[src/rtl/alu_flags_pkg.sv]
package alu_flags_pkg;

  localparam int unsigned FLAGS_W = 16;
  localparam int unsigned NCTRL   = 3;

  localparam int unsigned BIT_CF = 0;
  localparam int unsigned BIT_PF = 2;
  localparam int unsigned BIT_AF = 4;
  localparam int unsigned BIT_ZF = 6;
  localparam int unsigned BIT_SF = 7;
  localparam int unsigned BIT_TF = 8;   // control bits 8..10 contiguous
  localparam int unsigned BIT_IF = 9;
  localparam int unsigned BIT_DF = 10;
  localparam int unsigned BIT_OF = 11;

  localparam logic [FLAGS_W-1:0] DEF_MASK = 16'h0FD5;

  typedef enum logic [1:0] {
    W_BYTE = 2'd0,
    W_HALF = 2'd1,
    W_WORD = 2'd2,
    W_WIDE = 2'd3
  } op_width_e;

  typedef struct packed {
    logic of_f;
    logic sf_f;
    logic zf_f;
    logic af_f;
    logic pf_f;
    logic cf_f;
  } stat_t;

endpackage

[src/rtl/alu_flags_calc.sv]
module alu_flags_calc
  import alu_flags_pkg::*;
#(
  parameter int unsigned DW = 32
) (
  input  logic [1:0]    width_i,
  input  logic          sub_i,
  input  logic [DW-1:0] a_i,
  input  logic [DW-1:0] b_i,
  input  logic [DW-1:0] res_i,
  input  logic          cout_i,
  output stat_t         stat_o
);

  localparam int unsigned HW = DW / 2;
  localparam int unsigned BW = 8;

  op_width_e w;
  logic      sa, sb, sr;
  logic [DW-1:0] res_m;

  assign w = op_width_e'(width_i);

  always_comb begin
    unique case (w)
      W_BYTE: begin
        sa    = a_i[BW-1];
        sb    = b_i[BW-1];
        sr    = res_i[BW-1];
        res_m = {{(DW-BW){1'b0}}, res_i[BW-1:0]};
      end
      W_HALF: begin
        sa    = a_i[HW-1];
        sb    = b_i[HW-1];
        sr    = res_i[HW-1];
        res_m = {{(DW-HW){1'b0}}, res_i[HW-1:0]};
      end
      default: begin
        sa    = a_i[DW-1];
        sb    = b_i[DW-1];
        sr    = res_i[DW-1];
        res_m = res_i;
      end
    endcase
  end

  always_comb begin
    stat_o.sf_f = sr;
    stat_o.zf_f = (res_m == '0);
    stat_o.af_f = a_i[4] ^ b_i[4] ^ res_i[4];
    stat_o.pf_f = ^res_i[BW-1:0];
    stat_o.cf_f = sub_i ? ~cout_i : cout_i;
    // sub: a - b overflows when signs differ and result flips away from a
    stat_o.of_f = (sub_i ? (sa != sb) : (sa == sb)) && (sr != sa);
  end

endmodule

[src/rtl/alu_flags_ctrl.sv]
module alu_flags_ctrl #(
  parameter int unsigned N = 3
) (
  input  logic         clk_i,
  input  logic         rst_ni,
  input  logic [N-1:0] set_i,
  input  logic [N-1:0] clr_i,
  input  logic         ld_i,
  input  logic [N-1:0] ld_val_i,
  output logic [N-1:0] q_o
);

  for (genvar g = 0; g < N; g++) begin : g_bit
    always_ff @(posedge clk_i or negedge rst_ni) begin
      if (!rst_ni)       q_o[g] <= 1'b0;
      else if (ld_i)     q_o[g] <= ld_val_i[g];
      else if (clr_i[g]) q_o[g] <= 1'b0;
      else if (set_i[g]) q_o[g] <= 1'b1;
    end

    AST_CLR_WINS: assert property (@(posedge clk_i) disable iff (!rst_ni)
      (clr_i[g] && !ld_i) |=> !q_o[g]) else $error("clear lost");
    AST_SET_TAKES: assert property (@(posedge clk_i) disable iff (!rst_ni)
      (set_i[g] && !clr_i[g] && !ld_i) |=> q_o[g]) else $error("set lost");
  end

endmodule

[src/rtl/alu_flags_reg.sv]
module alu_flags_reg
  import alu_flags_pkg::*;
#(
  parameter int unsigned DW = 32
) (
  input  logic          clk_i,
  input  logic          rst_ni,
  input  logic          upd_i,
  input  logic [1:0]    width_i,
  input  logic          sub_i,
  input  logic [DW-1:0] a_i,
  input  logic [DW-1:0] b_i,
  input  logic [DW-1:0] res_i,
  input  logic          cout_i,
  input  logic          ld_i,
  input  logic [15:0]   ld_data_i,
  input  logic [2:0]    set_i,
  input  logic [2:0]    clr_i,
  output logic [15:0]   flags_o
);

  stat_t            stat_d, stat_q, stat_ld;
  logic [NCTRL-1:0] ctrl_q;

  alu_flags_calc #(.DW(DW)) u_calc (
    .width_i (width_i),
    .sub_i   (sub_i),
    .a_i     (a_i),
    .b_i     (b_i),
    .res_i   (res_i),
    .cout_i  (cout_i),
    .stat_o  (stat_d)
  );

  alu_flags_ctrl #(.N(NCTRL)) u_ctrl (
    .clk_i    (clk_i),
    .rst_ni   (rst_ni),
    .set_i    (set_i),
    .clr_i    (clr_i),
    .ld_i     (ld_i),
    .ld_val_i (ld_data_i[BIT_DF:BIT_TF]),
    .q_o      (ctrl_q)
  );

  always_comb begin
    stat_ld.of_f = ld_data_i[BIT_OF];
    stat_ld.sf_f = ld_data_i[BIT_SF];
    stat_ld.zf_f = ld_data_i[BIT_ZF];
    stat_ld.af_f = ld_data_i[BIT_AF];
    stat_ld.pf_f = ld_data_i[BIT_PF];
    stat_ld.cf_f = ld_data_i[BIT_CF];
  end

  always_ff @(posedge clk_i or negedge rst_ni) begin
    if (!rst_ni)    stat_q <= '0;
    else if (ld_i)  stat_q <= stat_ld;
    else if (upd_i) stat_q <= stat_d;
  end

  always_comb begin
    flags_o                   = '0;
    flags_o[BIT_CF]           = stat_q.cf_f;
    flags_o[BIT_PF]           = stat_q.pf_f;
    flags_o[BIT_AF]           = stat_q.af_f;
    flags_o[BIT_ZF]           = stat_q.zf_f;
    flags_o[BIT_SF]           = stat_q.sf_f;
    flags_o[BIT_DF:BIT_TF]    = ctrl_q;
    flags_o[BIT_OF]           = stat_q.of_f;
  end

  AST_RSVD_ZERO: assert property (@(posedge clk_i) disable iff (!rst_ni)
    (flags_o & ~DEF_MASK) == '0) else $error("reserved bit set");
  AST_LOAD_WORD: assert property (@(posedge clk_i) disable iff (!rst_ni)
    ld_i |=> flags_o == ($past(ld_data_i) & DEF_MASK)) else $error("load");
  AST_CTRL_UNTOUCHED: assert property (@(posedge clk_i) disable iff (!rst_ni)
    (upd_i && !ld_i && set_i == '0 && clr_i == '0) |=> $stable(flags_o[BIT_DF:BIT_TF]))
    else $error("update hit control");
  AST_STATUS_HOLD: assert property (@(posedge clk_i) disable iff (!rst_ni)
    (!upd_i && !ld_i) |=> ($stable(flags_o[BIT_SF:BIT_CF]) && $stable(flags_o[BIT_OF])))
    else $error("status moved");
  AST_ZF_SF_EXCL: assert property (@(posedge clk_i) disable iff (!rst_ni)
    (upd_i && !ld_i) |=> !(flags_o[BIT_ZF] && flags_o[BIT_SF]))
    else $error("zero and negative");
  AST_PARITY_LOW: assert property (@(posedge clk_i) disable iff (!rst_ni)
    (upd_i && !ld_i) |=> flags_o[BIT_PF] == $past(^res_i[7:0]))
    else $error("parity");

endmodule

[config.mk]
export PLATFORM = sky130hd
export DESIGN_NAME = alu_flags_reg
export DESIGN_NICKNAME = d
export VERILOG_FILES = /design/src/rtl/alu_flags_pkg.sv /design/src/rtl/alu_flags_calc.sv /design/src/rtl/alu_flags_ctrl.sv /design/src/rtl/alu_flags_reg.sv
export SDC_FILE = /design/constraint.sdc
export NUM_CORES = 1
export LEC_CHECK = 0
export BUFFER_PORTS_ARGS = -buffer_cell sky130_fd_sc_hd__buf_2
export CORE_MARGIN = 2
export CORE_UTILIZATION = 28
export DETAILED_ROUTE_END_ITERATION = 10
export MAX_ROUTING_LAYER = met4
export PLACE_DENSITY = 0.86
export SYNTH_ARGS = -nofsm -noshare
export SYNTH_HDL_FRONTEND = slang
export SYNTH_HIERARCHICAL = 1
export SYNTH_SLANG_ARGS = --single-unit
[constraint.sdc]
create_clock -name clk_i -period 1.1 [get_ports clk_i]
set_input_delay 0.055 -clock clk_i [delete_from_list [all_inputs] [get_ports clk_i]]
set_output_delay 0.055 -clock clk_i [all_outputs]
set_load 0.01 [all_outputs]
**Yosys cells after proc, flatten, opt, wreduce, memory -nomap -nowiden**

Cells that the tools add are included.

- Bits in registers: 9

- Eq/ne operators: 4
- Muxes and demuxes: 17
- Bitwise logic cells: 3
- Reduce and logical (&&, ||, !) cells: 8

Operators by type and width:

| operator | number |
|---|---|
| $pmux 32 s2 | 1 |
| $logic_not 32->1 | 1 |
| $mux 6 | 2 |
| $mux 1 | 11 |
| $reduce_bool 3->1 | 3 |
| $reduce_xor 8->1 | 1 |
| $pmux 1 s2 | 3 |
| $eq 2x1->1 const B | 1 |
| $logic_not 2->1 | 1 |
| $ne 1x1->1 | 2 |
| $reduce_bool 2->1 | 1 |
| $xor 1x1->1 | 2 |
| $eq 1x1->1 | 1 |
| $logic_and 1x1->1 | 1 |
| $not 1->1 | 1 |

**Depth between registers and ports, before layout**

Gate-level depths: netlist (run 1).

- Depth in word-level cells: 7
- Gate-level depth with buffers: 6
- Gate-level depth less buffers: 6

**By module**

Netlist (run 1), hierarchy kept.

Modules (own cells, without submodules):

| module | cells an instance | area an instance (sq um) | sequential area each (sq um) | times used |
|---|---|---|---|---|
| alu_flags_reg | 34 | 335.3 | 150.1 | 1 |
| alu_flags_calc | 44 | 300.3 | 0.0 | 1 |
| alu_flags_ctrl | 12 | 120.1 | 75.1 | 1 |

**Worst setup path after synthesis (run 1)**

Ideal clock, no wire load.

- Kind: in2reg
- From: input port res_i[0]
- To: register stat_q (netlist bit flags_o[2])
- Arrival: 0.828 ns
- Setup slack: 0.152 ns
- Stages: 6
- Library setup time: 0.121 ns
- Cells stage by stage: inv_1 -> ha_1 -> xor2_1 -> xnor2_1 -> mux2i_1 -> o21ai_1

RTL lines:

| item | line | RTL |
|---|---|---|
| from (decl) | alu_flags_reg.sv:13 | `input logic [DW-1:0] res_i,` |
| to (signal assigned) | alu_flags_reg.sv:56 | `else if (ld_i) stat_q <= stat_ld;` |
| to (signal assigned) | alu_flags_reg.sv:57 | `else if (upd_i) stat_q <= stat_d;` |
| to (decl) | alu_flags_reg.sv:22 | `stat_t stat_d, stat_q, stat_ld;` |

==> impl_results.md, run 1 <==
* Final clock skew at 0 ns
* Via density at 4.362
* MaxCap Viol Count at 0
* Final net count at 300
* CP startpoint: width_i[0]
* VDD IR max at 0.5294 mV
* Core area at 0.002522 mm²
* Final Util at 0.4752
* CP endpoint kind: flip-flop
* Clk slew on worst S/H paths at 0.06 ns
* Int Pwr at 0.0007065 W
* Row Count at 18
* GPL Wtd Cong at 0.7661
* Final period util at 0.7927
* Residual DRC count at 0
* Sequential area share after synthesis at 0.2980
* Library cells used by synthesis at 21
* Fraction of layout cells with a size suffix above 1 at 0.4438
* CP Buf/Inv Count at 1
* Area growth, synth to finish at 58.61%
* Max Root-Sink Buffers at 2
* Final wirelength at 2.082 mm
* Synthesized cell area at 755.7 µm²
* Cell family with most CP delay: multiplexers
* Wirelength per Cell at 10.46 µm
* Starting Density at 0.2996
* Cells after Synth at 90
* Crit Path Category: input port to flip-flop
* Setup WS post-layout at 0.2281 ns
* Pre-CTS setup slack at -0.04728 ns
* Antenna diodes at 0
* Max FO, Critical Path at 4
* FMAX at 1.147 GHz
* H-Tree Depth at 1
* CTS tree: yes
* Number of global-route vias before repair at 823
* CP peak stage delay at 0.20 ns
* First-pass GRT wire length at 3.387 mm
* Maximum number of pins on one net before global-route repair at 19
* Hold path start: ld_data_i[6]
* Register bit count reported by yosys at 9
* Number of flops mapped to enable cells by yosys at 0
* PwrDens at 836.1 mW/mm²
* Syn. warnings at 6
* Synth area leader: dfrtp_1
* Shortest period the worst path allows at 0.8719 ns
* Outcome: finished clean
* Synth top area cells: dfrtp_1 30%, mux2i_1 13%, buf_4 7.9%
* Static Leak at 0.6834 nW
* Clk Latency, worst-skew pair at 0.25 ns
* Final setup violation count at 0
* Clock share of power at 0.247
* Post-synth ARST share at 1.000
* RSZ-0062 raised after global routing: no
* Buffers on Ports at 71
* Final hold slack at 0.01937 ns
* Overflow after GRT at 0
* Drt initial violations at 16
* GRT Total Usage at 0.1387
* Worst flop-to-flop path startpoint: flags_o[2]
* Die area at 0.003130 mm²
* Worst-path cell chain: buf_2 > mux2i_1 > o21ai_1 > xor2_1 > mux2i_1 > mux2i_1 > o21ai_1
* Final Hold Vio Count at 0
* Antenna-violating nets left at 0
* Most used cell, CP: mux2i_1
* Pre-antenna DRT Iters at 4
* Slowest CP cell: mux2i_1
* Final-layout fill cell count at 254
* DP HPWL at 1.763 mm
* Share of total power in sequential cells at 0.382
* Final Slew Violations at 0
* Vias at 868
* Gate power share at 0.371
* Sw Ratio at 0.2950
* Cts bufs inserted at 3
* Die Span X at 55.95 µm
* Most common cell in the synthesized netlist: nand2_1
* CP Launch Type: input port
* CP arrival at 1.05 ns
* Syn avg cell area at 8.397 µm²
* Total power at 0.001002 W
* Die Ht at 55.95 µm
* Top post-synthesis cells by count: 13 x nand2_1, 10 x mux2i_1, 9 x dfrtp_1
* Post-Layout Cell Count at 199
* Dpl cells at 188
* HP Class: input port to flip-flop
* CTS Root Cell: clkbuf_4
* I/O pin count at 142
* Clock Sinks at 9
* Synth Flop Type: dfrtp_1
* Critical Path RT at 1.28 ns
* Post-synth top area share at 0.2980
* P_sw at 0.0002957 W
* Initial antenna violation count at 0
* Post-CTS resize count at 0
==> metal layers <==
metal  vias to the layer above  part of all wire  GRT usage
li1                        451                 -          -
met1                       363              0.43     0.1700
met2                        52              0.46     0.2245
met3                         2              0.10    0.03023
met4                         0            0.0082    0.05102
met5                         -                 0          -
==> sequential cells by signal (all words and copies together), names as in the netlist <==
| signal | cells |
|---|---|
| flags_o | 6 |
| u_ctrl/q_o | 3 |
==> kinds of logic after synthesis <==
group           count (synthesis)  share of synthesized area
compound gates                 14                     0.1060
fa+ha+maj                       4                    0.06623
flops                           9                     0.2980
other cells                     1                   0.004962
simple gates                   27                     0.1705
mux                            10                     0.1325
buf+inv                        18                     0.1407
xor+xnor                        7                    0.08113
==> layout make-up <==
class                           count  area (µm²)  share of cell area
Multi-Input combinational cell     69       446.7              0.3727
Timing Repair Buffer               79       432.9              0.3612
Sequential cell                     9       225.2              0.1879
Tap cell                           30       37.54             0.03132
Inverter                            8       30.03             0.02505
Clock buffer                        4       26.28             0.02192
==> placed cells by master (no fill, tap or decap) <==
cell / synthesis / routed
ha_1: 4 / 4
o21ai_1: 8 / 8
nor2_1: 4 / 4
xor2_1: 3 / 3
inv_1: 8 / 8
clkbuf_4: 0 / 3
o31ai_1: 3 / 3
xnor2_1: 4 / 4
o21ai_0: 1 / 1
nand2_1: 13 / 13
a21oi_1: 1 / 1
and4_1: 1 / 1
buf_4: 8 / 1
dfrtp_1: 9 / 9
nand2b_1: 2 / 2
dlygate4sd3_1: 0 / 7
conb_1: 1 / 7
nor4_1: 6 / 6
o21a_1: 1 / 1
nand4_1: 1 / 1
clkbuf_1: 0 / 1
buf_2: 0 / 71
mux2i_1: 10 / 10
==> per-stage QoR <==
| stage | instance area (µm²) | setup TNS (ns) |
|---|---|---|
| after floorplan | 778.2 | 0 |
| after global placement | 1102 | -0.01565 |
| after detailed placement | 1102 | -0.1206 |
| after CTS | 1199 | 0 |
| after global routing | 1199 | 0 |
| final | 1199 | 0 |
==> final timing paths <==
kind	endpoint	slack [ns]	cells after the start
max in group asynchronous	flags_o[0]	0.71	2
worst max-delay path	flags_o[11]	0.23	7
worst max register to register	flags_o[2]	0.39	2
worst min register to register	flags_o[6]	0.55	2
worst min-delay path	flags_o[6]	0.02	3
min in group asynchronous	u_ctrl/q_o[2]	0.21	2
==> power groups by stage <==
stage               Combinational [W]  Clock (W)  Sequential, W
floorplan                    0.000181          0       0.000404
global placement             0.000344          0       0.000387
detailed placement           0.000358          0       0.000387
CTS                          0.000376   0.000272       0.000383
global route                 0.000422   0.000285       0.000387
finish                       0.000372   0.000248       0.000382
==> worst register-to-register path: cells and delay by family (launching register included) <==
| kind | cells | cell delay, ns |
|---|---|---|
| multiplexers | 1 | 0.13 |
| AO/OA/AOI/OAI | 1 | 0.08 |
| flip-flops | 1 | 0.38 |
==> timing repair <==
item                      4_1_cts  5_1_grt
hold buffers                    7        0
hold endpoints to repair       12        0
buffers inserted                0        0
Note: power is estimated with default switching activity, not from simulation.
==> run 2, diff against run 1 <==
--- a/config.mk
+++ b/config.mk
@@ -7,10 +7,10 @@
 export LEC_CHECK = 0
 export BUFFER_PORTS_ARGS = -buffer_cell sky130_fd_sc_hd__buf_2
 export CORE_MARGIN = 2
-export CORE_UTILIZATION = 28
+export CORE_UTILIZATION = 23
 export DETAILED_ROUTE_END_ITERATION = 10
 export MAX_ROUTING_LAYER = met4
-export PLACE_DENSITY = 0.86
+export PLACE_DENSITY = 0.76
 export SYNTH_ARGS = -nofsm -noshare
 export SYNTH_HDL_FRONTEND = slang
 export SYNTH_HIERARCHICAL = 1
==> constraint.sdc (replaced) <==
create_clock -name clk_i -period 0.8 [get_ports clk_i]
set_input_delay 0.04 -clock clk_i [delete_from_list [all_inputs] [get_ports clk_i]]
set_output_delay 0.04 -clock clk_i [all_outputs]
set_load 0.01 [all_outputs]
==> run 2 against run 1 <==
Net effect: the flow now finishes with violations (setup timing); worst setup slack lost 0.26 ns; utilization decreased by 0.81 points; sequential share of layout area decreased by 3.1 points; sequential power rose by 37%; power up 52%; first-iteration DRC count is 25% lower; non-clock buffer count rose by 10; critical path depth decreased by 6; hold slack better by 0.030 ns; wire length rose by 11%; clock skew did not move; sequential cell count did not move; highest routed layer unchanged.
==> impl_results.md, run 2 (synthesized netlist as in run 1, its figures left out) <==
* Outcome: finished, violations left
* Violated checks: setup timing
* CTS tree: yes
* Post-Layout Cell Count at 223
* Static Leak at 0.7395 nW
* Clock Sinks at 9
* Area growth, synth to finish at 90.23%
* Clk Latency, worst-skew pair at 0.26 ns
* Final Hold Vio Count at 0
* Maximum number of pins on one net before global-route repair at 19
* CP Launch Type: flip-flop
* Core area at 0.003078 mm²
* Die Ht at 61.32 µm
* Antenna diodes at 0
* CP startpoint: u_ctrl/q_o[1]
* Gate power share at 0.420
* Crit Path Category: flip-flop to primary output
* Die area at 0.003760 mm²
* Via density at 4.081
* CTS Root Cell: clkbuf_4
* Share of total power in sequential cells at 0.345
* VDD IR max at 0.7171 mV
* Number of global-route vias before repair at 789
* CP peak stage delay at 0.38 ns
* Cell family with most CP delay: flip-flops
* GRT Total Usage at 0.1215
* RSZ-0062 raised after global routing: yes
* First-pass GRT wire length at 3.146 mm
* Final setup violation count at 10
* HP Class: input port to flip-flop
* Buffers on Ports at 71
* Wirelength per Cell at 10.39 µm
* Max Root-Sink Buffers at 2
* Die Span X at 61.32 µm
* Final clock skew at 0 ns
* PwrDens at 1060 mW/mm²
* Row Count at 20
* Worst flop-to-flop path startpoint: flags_o[11]
* MaxCap Viol Count at 0
* Overflow after GRT at 0
* FMAX at 1.209 GHz
* GPL Wtd Cong at 0.6389
* Sw Ratio at 0.3062
* Setup WS post-layout at -0.02729 ns
* Shortest period the worst path allows at 0.8273 ns
* Dpl cells at 205
* Clk slew on worst S/H paths at 0.06 ns
* Initial antenna violation count at 0
* Residual DRC count at 0
* Worst-path cell chain: buf_2
* Final hold slack at 0.04978 ns
* CP endpoint kind: primary output
* Starting Density at 0.2455
* Final Slew Violations at 0
* Max FFs per register at 6
* Critical Path RT at 0.76 ns
* Hold path start: set_i[1]
* Cts bufs inserted at 3
* Final period util at 1.034
* DP HPWL at 1.866 mm
* Max FO, Critical Path at 2
* Final wirelength at 2.317 mm
* Most common cell after layout, fill and taps aside: buf_2
* Fraction of layout cells with a size suffix above 1 at 0.5475
* Drt initial violations at 12
* CP arrival at 0.79 ns
* CP Buf/Inv Count at 1
* Slowest CP cell: dfrtp_1
* Int Pwr at 0.001057 W
* Clock share of power at 0.235
* Vias at 910
* P_sw at 0.0004664 W
* FF-to-FF setup slack at -0.02 ns
* Antenna-violating nets left at 0
* H-Tree Depth at 1
* Pre-antenna DRT Iters at 4
* I/O pin count at 142
* Final net count at 310
* Commonest cells after routing, fill and taps aside: 69 x buf_2, 13 x nand2_1, 13 x dlygate4sd3_1
[run 2: final timing paths]
| check | cells past startpoint | endpoint |
|---|---|---|
| setup / recovery | 1 | flags_o[9] |
| hold / removal | 3 | u_ctrl/q_o[1] |
| setup reg to reg | 3 | flags_o[11] |
| hold reg to reg | 2 | flags_o[4] |
| min in group asynchronous | 2 | flags_o[6] |
| max in group asynchronous | 2 | flags_o[11] |
[run 2: cell type report]
| class | count | area, µm² |
|---|---|---|
| clock buffer | 4 | 26.28 |
| fill | 312 | 1640 |
| inverter | 8 | 30.03 |
| multi-input combinational | 69 | 561.8 |
| sequential | 9 | 225.2 |
| tap | 44 | 55.05 |
| timing repair buffer | 89 | 539.3 |
[run 2: repair_timing]
| item | CTS | global route |
|---|---|---|
| setup buffers | 1 | 0 |
| hold buffers | 13 | 0 |
| gates resized for setup | 2 | 8 |
| pin swaps | 2 | 4 |
| gates cloned | 0 | 0 |
| setup endpoints to repair | 10 | 12 |
| hold endpoints to repair | 18 | 0 |
[run 2: per-layer routing]
layer / global-route usage / routed length, µm
met4: 0.03727 / 21
met5: - / 0
met3: 0.04202 / 215
met1: 0.1469 / 973
met2: 0.1900 / 1107
[run 2: stage by stage]
stage          setup slack (ns)    util  total power [W]  TNS [ns]  cell area, µm²
2_1_floorplan          -0.08650       -        0.0008294   -0.2001           859.6
6_report               -0.02729  0.4671         0.001523   -0.1780            1438
5_1_grt                -0.07640  0.4671         0.001639   -0.6247            1438
3_5_place_dp            -0.3063  0.3976         0.001073    -1.087            1224
3_3_place_gp            -0.2992  0.3976         0.001062   -0.9905            1224
4_1_cts                -0.04308  0.4528         0.001509   -0.3142            1394
[run 2: power by group through the flow]
stage | sequential (W) | combinational (W) | clock [W]
finish | 0.000525 | 0.000640 | 0.000358
floorplan | 0.000556 | 0.000273 | 0
detailed placement | 0.000531 | 0.000542 | 0
CTS | 0.000525 | 0.000601 | 0.000383
global placement | 0.000534 | 0.000529 | 0
global route | 0.000530 | 0.000706 | 0.000402
==> run 3, diff against run 2 <==
--- a/config.mk
+++ b/config.mk
@@ -13,5 +13,4 @@
 export PLACE_DENSITY = 0.76
 export SYNTH_ARGS = -nofsm -noshare
 export SYNTH_HDL_FRONTEND = slang
-export SYNTH_HIERARCHICAL = 1
 export SYNTH_SLANG_ARGS = --single-unit
==> run 3 against run 2 <==
Net effect: the flow still finishes with violations (setup timing); combinational power increased by 10%; worst setup slack got worse by 0.039 ns; die area unchanged; global-route usage increased by 0.49 points; sequential power about the same; wire length increased by 8.6%; hold slack got worse by 0.030 ns; first-iteration DRC count increased by 25%; highest routed layer unchanged; power increased by 4.3%; register-to-register slack about the same; sequential cell count unchanged; count of clock-buffer cells in the layout unchanged.
==> impl_results.md, run 3 <==
* I/O pin count at 142
* Cts bufs inserted at 3
* Multiplexer share of the synthesized area at 0.07285
* Synth Area in Simple Gates at 0.1987
* Clk Latency, worst-skew pair at 0.26 ns
* Worst-path cell chain: buf_8 > mux2i_1 > o21ai_1 > xor2_1 > mux2_4 > o21ai_2
* Final net count at 317
* Crit Path Category: input port to flip-flop
* Top post-synthesis cells by count: 13 x nand2_1, 9 x dfrtp_1, 9 x inv_1, 8 x o21ai_1, 7 x buf_4
* HP Class: input port to flip-flop
* Starting Density at 0.2455
* Fraction of layout cells with a size suffix above 1 at 0.5645
* Violated checks: setup timing
* Cells after Synth at 94
* Largest family of logic cells by synthesized area: simple AND/OR/NAND/NOR gates
* Buffers on Ports at 71
* Die Ht at 61.32 µm
* Synth Flop Type: dfrtp_1
* Sequential area share after synthesis at 0.2980
* PwrDens at 1092 mW/mm²
* Adder-cell share of the synthesized area at 0.06623
* RSZ-0062 raised after global routing: yes
* Final hold slack at 0.01939 ns
* CTS Root Cell: clkbuf_4
* DP HPWL at 1.920 mm
* Setup TNS at -0.2629 ns
* Most common cell after layout, fill and taps aside: buf_2
* Clk slew on worst S/H paths at 0.06 ns
* Shortest period the worst path allows at 0.8666 ns
* First-pass GRT wire length at 3.312 mm
* Vias at 962
* Wirelength per Cell at 10.94 µm
* Final Hold Vio Count at 0
* CTS tree: yes
* Post-synth top area share at 0.2980
* Slowest CP cell: mux2_4
* Drt initial violations at 15
* Final setup violation count at 11
* Synth top area cells: dfrtp_1 30%, buf_4 7.0%, xnor2_1 7.0%
* Hold path start: ld_data_i[4]
* CP Buf/Inv Count at 1
* Gate power share at 0.443
* Synthesized cell area at 755.7 µm²
* Outcome: finished, violations left
* Syn. warnings at 0
* CP arrival at 1.06 ns
* CP endpoint kind: flip-flop
* GRT Total Usage at 0.1263
* MaxCap Viol Count at 0
* Number of global-route vias before repair at 848
* Final period util at 1.083
* FMAX at 1.154 GHz
* Cell family with most CP delay: multiplexers
* Max FO, Critical Path at 4
* Share of total power in sequential cells at 0.332
* Final clock skew at 0 ns
* Max Root-Sink Buffers at 2
* Critical Path RT at 0.99 ns
* Final wirelength at 2.517 mm
* Antenna-violating nets left at 0
* Dpl cells at 213
* GPL Wtd Cong at 0.6571
* Overflow after GRT at 0
* Syn avg cell area at 8.040 µm²
* Residual DRC count at 0
* Antenna diodes at 0
* Clock share of power at 0.225
* Compound-cell area share of the yosys netlist at 0.1490
* H-Tree Depth at 1
* Number of flops mapped to enable cells by yosys at 0
* Most common cell in the synthesized netlist: nand2_1
* Sw Ratio at 0.3078
* Setup WS post-layout at -0.06661 ns
* Worst flop-to-flop path startpoint: flags_o[4]
* Area growth, synth to finish at 92.55%
* Library cells used by synthesis at 23
* Clock Sinks at 9
* P_sw at 0.0004890 W
* CP startpoint: width_i[0]
* Register bit count reported by yosys at 9
* Final Slew Violations at 0
* Initial antenna violation count at 0
* Core area at 0.003078 mm²
* Die area at 0.003760 mm²
* VDD IR max at 0.3118 mV
* Row Count at 20
* CP Launch Type: input port
* XOR/XNOR share of the synthesized area at 0.08113
* Pre-antenna DRT Iters at 3
* CP peak stage delay at 0.32 ns
* Maximum number of pins on one net before global-route repair at 11
* Commonest cells after routing, fill and taps aside: 67 x buf_2, 13 x nand2_1, 10 x dlygate4sd3_1, 10 x buf_4, 9 x dfrtp_1
* Via density at 4.183
* Total power at 0.001589 W
* Int Pwr at 0.001100 W
* Synth area leader: dfrtp_1
* Post-synth ARST share at 1.000
* Max FFs per register at 6
* Post-Layout Cell Count at 230
* Static Leak at 0.7511 nW
* Die Span X at 61.32 µm
-- run 3: cell count changes after synthesis, moves of 2 or more --
cell | before | now
xnor2_1 | 4 | 6
xor2_1 | 3 | 1
o21ai_2 | 0 | 2
mux2i_1 | 10 | 4
a22oi_1 | 0 | 2
clkbuf_1 | 0 | 3
-- run 3: power groups by stage --
| stage | Clock (W) | Sequential [W] | Combinational [W] |
|---|---|---|---|
| after global placement | 0 | 0.000529 | 0.000550 |
| final | 0.000357 | 0.000527 | 0.000705 |
| after floorplan | 0 | 0.000552 | 0.000282 |
| after CTS | 0.000375 | 0.000523 | 0.000633 |
| after global routing | 0.000399 | 0.000534 | 0.000781 |
| after detailed placement | 0 | 0.000532 | 0.000561 |
-- run 3: kinds of logic (layout without fill, tap and decap cells) --
| logic type | after synthesis | after routing |
|---|---|---|
| buf+inv | 19 | 105 |
| mux | 5 | 5 |
| xor+xnor | 7 | 7 |
| compound gates | 18 | 18 |
| fa+ha+maj | 4 | 4 |
| other cells | 1 | 7 |
| flops | 9 | 9 |
| simple gates | 31 | 31 |
-- run 3: layer usage --
layer  GRT usage  up-vias  part of all wire
met5           -        -                 0
met4     0.07453        0             0.011
met3     0.01471        2             0.066
met2      0.2158       45              0.53
met1      0.1403      425              0.39
li1            -      490                 -
-- run 3: worst reg2reg max path: cells and delay by family (launching register included) --
kind / cells / cell delay [ns]
flops: 1 / 0.38
compound gates: 2 / 0.20
simple gates: 1 / 0.14
-- run 3: timing repair --
| item | CTS | global route |
|---|---|---|
| endpoints found under the setup margin | 11 | 15 |
| pin swaps | 4 | 6 |
| endpoints found under the hold margin | 15 | 0 |
| setup buffers | 2 | 1 |
| hold buffers | 10 | 0 |
| resized for setup | 4 | 12 |
-- run 3: final cells by class --
type                    count  area (µm²)
fillers                   323        1623
repair buffers             92       570.5
multi-input cells          72       544.3
flip-flops and latches      9       225.2
well taps                  44       55.05
inverters                   9       33.78
clock buffers               4       26.28
-- run 3: path summary, 6_finish.rpt --
path	cells after the start	end	slack (ns)
max in group asynchronous	2	flags_o[4]	0.44
hold / removal	3	flags_o[4]	0.02
setup reg to reg	3	flags_o[4]	-0.03
hold reg to reg	2	flags_o[6]	0.50
min in group asynchronous	2	flags_o[11]	0.18
setup / recovery	6	flags_o[11]	-0.07
-- run 3: per-stage QoR --
stage	util	instance area (µm²)	worst slack, ns
floorplan	-	828.3	-0.1454
finish	0.4728	1455	-0.06661
detailed placement	0.4012	1235	-0.3845
global placement	0.4012	1235	-0.3342
global route	0.4728	1455	-0.1099
CTS	0.4524	1393	-0.07701
